===== src/rtl/csel_pkg.sv =====
package csel_pkg;

    // Default geometry of the split adder
    parameter int unsigned CSEL_WORD_W = 32;
    parameter int unsigned CSEL_LOW_W  = 16;

    // Operand after the add/subtract conditioning stage
    typedef struct packed {
        logic [CSEL_WORD_W-1:0] addend;
        logic                   cin;
    } csel_operand_t;

endpackage


===== src/rtl/csel_half_add.sv =====
module csel_half_add (
    input  logic x_in,
    input  logic y_in,
    output logic s_out,
    output logic c_out
);
    assign s_out = x_in ^ y_in;
    assign c_out = x_in & y_in;
endmodule


===== src/rtl/csel_full_add.sv =====
module csel_full_add (
    input  logic x_in,
    input  logic y_in,
    input  logic c_in,
    output logic s_out,
    output logic c_out
);
    logic s_first;
    logic c_first;
    logic c_second;

    csel_half_add u_ha_first (
        .x_in  (x_in),
        .y_in  (y_in),
        .s_out (s_first),
        .c_out (c_first)
    );

    csel_half_add u_ha_second (
        .x_in  (s_first),
        .y_in  (c_in),
        .s_out (s_out),
        .c_out (c_second)
    );

    assign c_out = c_first | c_second;
endmodule


===== src/rtl/csel_ripple.sv =====
module csel_ripple #(
    parameter int unsigned WIDTH = 16
) (
    input  logic [WIDTH-1:0] x_in,
    input  logic [WIDTH-1:0] y_in,
    input  logic             c_in,
    output logic [WIDTH-1:0] s_out,
    output logic             c_out
);
    logic [WIDTH:0] chain;

    assign chain[0] = c_in;

    for (genvar bit_i = 0; bit_i < WIDTH; bit_i++) begin : g_stage
        csel_full_add u_fa (
            .x_in  (x_in[bit_i]),
            .y_in  (y_in[bit_i]),
            .c_in  (chain[bit_i]),
            .s_out (s_out[bit_i]),
            .c_out (chain[bit_i+1])
        );
    end

    assign c_out = chain[WIDTH];

    // The chain of full adders must agree with a plain arithmetic sum
    always_comb begin

        ripple_sum_chk: assert ({c_out, s_out} ==
                                ({1'b0, x_in} + {1'b0, y_in} + {{WIDTH{1'b0}}, c_in}))
            else $error("ripple chain sum disagrees with arithmetic sum");
    end
endmodule


===== src/rtl/csel_addsub.sv =====
module csel_addsub
    import csel_pkg::*;
#(
    parameter int unsigned WORD_W = CSEL_WORD_W,
    parameter int unsigned LOW_W  = CSEL_LOW_W
) (
    input  logic [WORD_W-1:0] op_a,
    input  logic [WORD_W-1:0] op_b,
    input  logic              sub_en,
    input  logic              carry_in,
    output logic [WORD_W-1:0] sum_out,
    output logic              carry_out,
    output logic              ovf_out
);
    localparam int unsigned HIGH_W = WORD_W - LOW_W;
    localparam int unsigned MSB    = WORD_W - 1;

    // Operand conditioning: invert B and force carry for subtraction
    logic [WORD_W-1:0] b_cond;
    logic              c_cond;

    always_comb begin
        b_cond = sub_en ? ~op_b : op_b;
        c_cond = sub_en ? 1'b1 : carry_in;
    end

    // Low half: real carry-in
    logic [LOW_W-1:0] low_sum;
    logic             low_carry;

    csel_ripple #(.WIDTH(LOW_W)) u_low (
        .x_in  (op_a[LOW_W-1:0]),
        .y_in  (b_cond[LOW_W-1:0]),
        .c_in  (c_cond),
        .s_out (low_sum),
        .c_out (low_carry)
    );

    // High half: two speculative copies with fixed carry-in
    logic [HIGH_W-1:0] high_sum_z;
    logic [HIGH_W-1:0] high_sum_o;
    logic              high_carry_z;
    logic              high_carry_o;

    csel_ripple #(.WIDTH(HIGH_W)) u_high_zero (
        .x_in  (op_a[MSB:LOW_W]),
        .y_in  (b_cond[MSB:LOW_W]),
        .c_in  (1'b0),
        .s_out (high_sum_z),
        .c_out (high_carry_z)
    );

    csel_ripple #(.WIDTH(HIGH_W)) u_high_one (
        .x_in  (op_a[MSB:LOW_W]),
        .y_in  (b_cond[MSB:LOW_W]),
        .c_in  (1'b1),
        .s_out (high_sum_o),
        .c_out (high_carry_o)
    );

    // Select stage driven by the low carry
    logic [HIGH_W-1:0] high_pick;
    logic              carry_pick;

    always_comb begin
        high_pick  = low_carry ? high_sum_o   : high_sum_z;
        carry_pick = low_carry ? high_carry_o : high_carry_z;
    end

    assign sum_out   = {high_pick, low_sum};
    assign carry_out = carry_pick;
    assign ovf_out   = (op_a[MSB] == b_cond[MSB]) && (sum_out[MSB] != op_a[MSB]);

    // Checks against independent arithmetic
    logic signed [WORD_W+1:0] exact_val;
    logic                     exact_out_of_range;

    always_comb begin
        exact_val = $signed({{2{op_a[MSB]}}, op_a}) + $signed({{2{b_cond[MSB]}}, b_cond})
                    + $signed({{(WORD_W+1){1'b0}}, c_cond});
        exact_out_of_range = (exact_val[WORD_W+1:MSB] != {3{exact_val[MSB]}});


        word_sum_chk: assert ({carry_out, sum_out} ==
                              ({1'b0, op_a} + {1'b0, b_cond} + {{WORD_W{1'b0}}, c_cond}))
            else $error("selected word result disagrees with full-width sum");


        no_overflow_chk: assert ((op_a[MSB] == b_cond[MSB]) || !ovf_out)
            else $error("overflow flagged for operands of opposite sign");


        ovf_range_chk: assert (ovf_out == exact_out_of_range)
            else $error("overflow flag disagrees with signed range");


        spec_pair_chk: assert ({high_carry_o, high_sum_o} ==
                               ({high_carry_z, high_sum_z} + {{HIGH_W{1'b0}}, 1'b1}))
            else $error("speculative high copies are not one apart");
    end
endmodule


===== config.mk =====
export PLATFORM = sky130hd
export DESIGN_NAME = csel_addsub
export DESIGN_NICKNAME = d
export VERILOG_FILES = /design/src/rtl/csel_pkg.sv /design/src/rtl/csel_half_add.sv /design/src/rtl/csel_full_add.sv /design/src/rtl/csel_ripple.sv /design/src/rtl/csel_addsub.sv
export SDC_FILE = /design/constraint.sdc
export NUM_CORES = 1
export LEC_CHECK = 0
export ABC_AREA = 1
export BUFFER_PORTS_ARGS = -buffer_cell sky130_fd_sc_hd__buf_4
export CORE_MARGIN = 2
export CORE_UTILIZATION = 44
export DETAILED_ROUTE_END_ITERATION = 8
export PLACE_DENSITY = 0.85
export SYNTH_ARGS = -nofsm -noshare
export SYNTH_HDL_FRONTEND = slang
export SYNTH_SLANG_ARGS = --single-unit

===== constraint.sdc =====
create_clock -name vclk -period 15.55
set_input_delay 0.7775 -clock vclk [all_inputs]
set_output_delay 0.7775 -clock vclk [all_outputs]
set_load 0.005 [all_outputs]

==> metrics.cfg, run 1 <==
[final_layout]
num_antenna_cells=0
final_cell_area_mm2=0.002048
syn2layout_area_growth_pct=45.12
clockBufferCount=0
seq_area_um2=0
n_sequential_cell=0
finalNetCount=349
final_core_util_pct=67.09
drive_above_1_share_pct=40.89

[drt]
postRouteWirelength_mm=3.016
route.vias.total=1169
drt_drc_violations_left=0
drt_pre_antenna_iters=2
initialDrtViolationCount=21
postRouteAntennaNets=0
wl_per_cell_um=10.36
routed_via_density=4.017

[hold_path]
hold_path_depth=4
worst_hold_startpoint=op_a[31]
worst_hold_path.endpoint=ovf_out
min-delay-path-class=in -> out

[sta]
finalCriticalPeriod_ns=14.77
worstMarginPinSlew_ns=0.4875
report.final.slew_viol_count=0
grt_setup_unrepaired=no
slew-limit-headroom_pct=67.50
fmax_mhz=67.71
setup_total_negative_slack_ns=0
finalSetupViolCount=0
layout_worst_path_cycle_share_pct=94.98
hold_viol_final=0

[global_routing]
grt_most_used_layer=met2
pin_count_of_the_biggest_net_entering_global_routing=33
groute.layer.met1.usage_pct=22.60
first_global_vias=1250
met3_usage_pct=0.8529
gr-usage-met2_pct=36.56
track_usage_pct=18.17
global_route_wire_length_before_repair_mm=5.154
overflow=0
antenna_violations_before_repair=0

[synthesis]
syn_area_per_cell_um2=8.502
synthDistinctLibCells=10
yosysWarningCount=0
synth.cell_area_mm2=0.001411
syn-num-nets=266
seq_area_frac_synth_pct=0
synthesis.instances=166

[setup_path]
critPathMostFrequentCell=sky130_fd_sc_hd__fa_1
timing.critical_path.from_type=primary input
worst_path_dominant_cell_family=adder cells
critical-path-max-stage-delay_ns=0.45
worst_path_max_delay_cell=sky130_fd_sc_hd__fa_1
peak_fanout_along_the_critical_path=32
required_ns=14.77
critical_path_class=in -> out
worst-path-buf-inv=5
critPathCaptureType=output port
worst_ep_arrival_time_ns=13.99

[place]
portBuffers=100
place_hpwl_mm=2.862
routabilityCongestion=0.7460
dpl-instance-area_mm2=0.002048

[flow_run]
total_of_max_cap_violations=0

[pwr]
finalPower_mw=0.1111
power.density_mw_per_mm2=54.23
leakage_dissipation_nw=1.195
worst_case_vdd_ir_drop_mv=0.02928

[die]
initial_core_util_pct=46.23
dieWidth_um=60.64
rows=20
die_area_mm2=0.003677
io-pin-count=100
floorplan.die.height_um=60.64
core-area_mm2=0.003053

[clock_network]
cts_post_setup_buffers_inserted=0
cts_resized=0
cts-hold-fix-buffers=0

[status]
run_status=completed

-- per-layer routing --
layer | routed length, um | part of all wire [%]
met5 | 0 | 0
met4 | 0 | 0
met2 | 1733 | 57
met3 | 187 | 6.2
met1 | 1096 | 36
-- tightest hold or removal path, stage by stage --
cell and delay [ns]:
sky130_fd_sc_hd__buf_4 0.11, sky130_fd_sc_hd__nor2_1 0.04, sky130_fd_sc_hd__nor2_1 0.09, sky130_fd_sc_hd__buf_4 0.11
-- power by group --
part | switching [mW] | total, mW | leakage [nW] | internal (mW)
clock network | 0 | 0 | 0 | 0
logic | 0.0462 | 0.111 | 1.19 | 0.0649
registers | 0 | 0 | 0 | 0
total | 0.0462 | 0.111 | 1.19 | 0.0649
-- per-stage QoR --
step / setup slack, ns / hold slack (ns) / instances
2_1_floorplan: 1.296 / 1.670 / 166
3_3_place_gp: 1.036 / 1.908 / 291
3_5_place_dp: 0.7269 / 1.901 / 291
4_1_cts: 0.7061 / 1.908 / 291
5_1_grt: 0.1658 / 1.943 / 291
6_report: 0.7805 / 1.905 / 291
-- how the worst max path moves through the flow --
stage / cells past startpoint / startpoint / slack, ns / endpoint
6_report: 40 / sub_en / 0.78 / ovf_out
5_1_grt: 40 / sub_en / 0.17 / ovf_out
4_1_cts: 40 / sub_en / 0.71 / ovf_out
3_5_place_dp: 40 / sub_en / 0.73 / ovf_out
3_3_place_gp: 40 / sub_en / 1.04 / ovf_out
2_1_floorplan: 40 / sub_en / 1.30 / ovf_out
-- Yosys cell counts --
library cell              instances  area share, %
sky130_fd_sc_hd__inv_1           68             18
sky130_fd_sc_hd__buf_4           16            8.5
sky130_fd_sc_hd__nand2_1          9            2.4
sky130_fd_sc_hd__xnor2_1         31             19
sky130_fd_sc_hd__o21ai_0          1           0.35
sky130_fd_sc_hd__ha_1             3            2.7
sky130_fd_sc_hd__buf_6            1           0.80
sky130_fd_sc_hd__nor2_1           3           0.80
sky130_fd_sc_hd__buf_8            3            3.2
sky130_fd_sc_hd__fa_1            31             44
-- final cells by class --
| type | count | area [um2] |
|---|---|---|
| well taps | 44 | 55.05 |
| multi-input cells | 78 | 979.7 |
| inverters | 68 | 255.2 |
| repair buffers | 101 | 758.2 |
| fillers | 274 | 1005 |
-- logic make-up (layout without fill, tap and decap cells) --
kind of cell / after synthesis / count (layout) / share of synthesized area [%]
and+or+nand+nor: 12 / 12 / 3.191
buffers and inverters: 88 / 169 / 30.58
xor gates and xnor gates: 31 / 31 / 19.24
adders and majority gates: 34 / 34 / 46.63
AOI/OAI and AO/OA: 1 / 1 / 0.3543
-- layout by cell type, fill, tap and decap left out --
| master | n |
|---|---|
| sky130_fd_sc_hd__fa_1 | 31 |
| sky130_fd_sc_hd__o21ai_0 | 1 |
| sky130_fd_sc_hd__inv_1 | 68 |
| sky130_fd_sc_hd__nand2_1 | 9 |
| sky130_fd_sc_hd__nor2_1 | 3 |
| sky130_fd_sc_hd__xnor2_1 | 31 |
| sky130_fd_sc_hd__buf_4 | 101 |
| sky130_fd_sc_hd__ha_1 | 3 |
Power figures use the tool's default switching activity.
==> run 2, diff against run 1 <==
Settings changed: CORE_UTILIZATION 44 to 40, PLACE_DENSITY 0.85 to 0.82.
Clock period 15.55 ns to 12.27 ns, I/O delays scaled along.
==> run 2 against run 1 <==
The run now ends with negative setup slack left. Wire length is 4.1% lower. Cell area grew 7.3%. Sequential share of layout area is the same. Worst hold slack worse by 0.32 ns. Combinational power up 35%.
==> metrics.cfg, run 2 (synthesized netlist as in run 1, its figures left out) <==
[sta]
grt_setup_unrepaired=yes
worstMarginPinSlew_ns=0.2835
finalCriticalPeriod_ns=12.82
hold_viol_final=0
report.final.slew_viol_count=0
fmax_mhz=78.03
layout_worst_path_cycle_share_pct=104.4
layout_setup_ws_ns=-0.5454
finalSetupViolCount=4
whs_ns=1.584
slew-limit-headroom_pct=81.10

[final_layout]
non_filler_cells_final=297
final_core_util_pct=65.36
finalNetCount=353
syn2layout_area_growth_pct=55.76
clockBufferCount=0
n_sequential_cell=0
seq_area_um2=0
num_antenna_cells=0
final_common_cell=sky130_fd_sc_hd__buf_4
fillCellCount=306
final_cell_mix=sky130_fd_sc_hd__buf_4 (102), sky130_fd_sc_hd__inv_1 (65), sky130_fd_sc_hd__xnor2_1 (30), sky130_fd_sc_hd__fa_2 (30), sky130_fd_sc_hd__nand2_1 (9)
drive_above_1_share_pct=55.78

[flow_run]
total_of_max_cap_violations=0

[setup_path]
critical_path_class=in -> out
peak_fanout_along_the_critical_path=3
timing.critical_path.from_type=primary input
worst_ep_arrival_time_ns=12.20
required_ns=11.66
critPathCaptureType=output port
critical-path-max-stage-delay_ns=0.42
worst_path_max_delay_cell=sky130_fd_sc_hd__fa_1
critPathMostFrequentCell=sky130_fd_sc_hd__fa_2

[drt]
top_signal_layer_used=met3
initialDrtViolationCount=19
route.layer.met1.wl_mm=1.037
route.vias.total=1175
route.met2.wl_mm=1.607
drt_pre_antenna_iters=2
drt_drc_violations_left=0
wl_per_cell_um=9.734
routed_via_density=3.956
postRouteAntennaNets=0
postRouteWirelength_mm=2.891
met3WireLength_um=246

[global_routing]
global_route_wire_length_before_repair_mm=5.037
first_global_vias=1240
track_usage_pct=15.31
antenna_violations_before_repair=0
overflow=0
pin_count_of_the_biggest_net_entering_global_routing=20

[die]
die_area_mm2=0.004020
rows=21
core-area_mm2=0.003363
initial_core_util_pct=41.96
io-pin-count=100
floorplan.die.height_um=63.40
dieWidth_um=63.40

[status]
run_status=complete, but fails checks
failed_checks=negative setup slack

[place]
portBuffers=100
dp_worst_setup_slack_ns=-0.6311
routabilityCongestion=0.7033
placed_cells=295
place_hpwl_mm=2.723

[hold_path]
min-delay-path-class=in -> out

[pwr]
power.density_mw_per_mm2=68.01
worst_case_vdd_ir_drop_mv=0.03029
leakage_dissipation_nw=1.201

[clock_network]
cts-hold-fix-buffers=0

[run 2: repair_timing]
item	CTS	global route
endpoints found under the hold margin	0	0
gates resized for setup	5	1
cloned	0	0
setup buffers	1	1
endpoints found under the setup margin	4	5
[run 2: worst max-delay path, delay by kind of cell]
| family | cells | cell delay (ns) |
|---|---|---|
| AOI/OAI and AO/OA | 1 | 0.05 |
| adders and majority gates | 31 | 10.81 |
| and+or+nand+nor | 3 | 0.22 |
| xor gates and xnor gates | 1 | 0.13 |
| buffers and inverters | 4 | 0.36 |
[run 2: path summary, 6_finish.rpt]
| kind | from | to | slack (ns) | depth (start not counted) |
|---|---|---|---|---|
| setup / recovery | sub_en | ovf_out | -0.55 | 40 |
| hold / removal | op_a[31] | ovf_out | 1.58 | 4 |
[run 2: where the power goes]
part           internal (mW)  switching (mW)  leakage (nW)
registers                  0               0             0
logic                 0.0890          0.0605          1.20
clock network              0               0             0
[run 2: layout make-up]
type,count,area [um2],area share [%]
inverter,68,255.2,11.61
multi-input combinational,78,1077,49.00
timing repair buffer,105,808.3,36.77
tap,46,57.56,2.618
[run 2: routing by layer]
layer | GRT usage (%) | up-vias
li1 | - | 583
met1 | 18.21 | 539
met2 | 30.39 | 53
met3 | 2.321 | 0
met4 | 0 | 0
met5 | 0 | -
[run 2: through the flow]
step | total power [mW] | TNS (ns) | area (um2)
CTS | 0.1526 | -1.279 | 2186
detailed placement | 0.1502 | -1.397 | 2163
global route | 0.1701 | -2.264 | 2198
global placement | 0.1446 | -0.9164 | 2163
finish | 0.1495 | -1.061 | 2198
floorplan | 0.09298 | -0.5228 | 1523
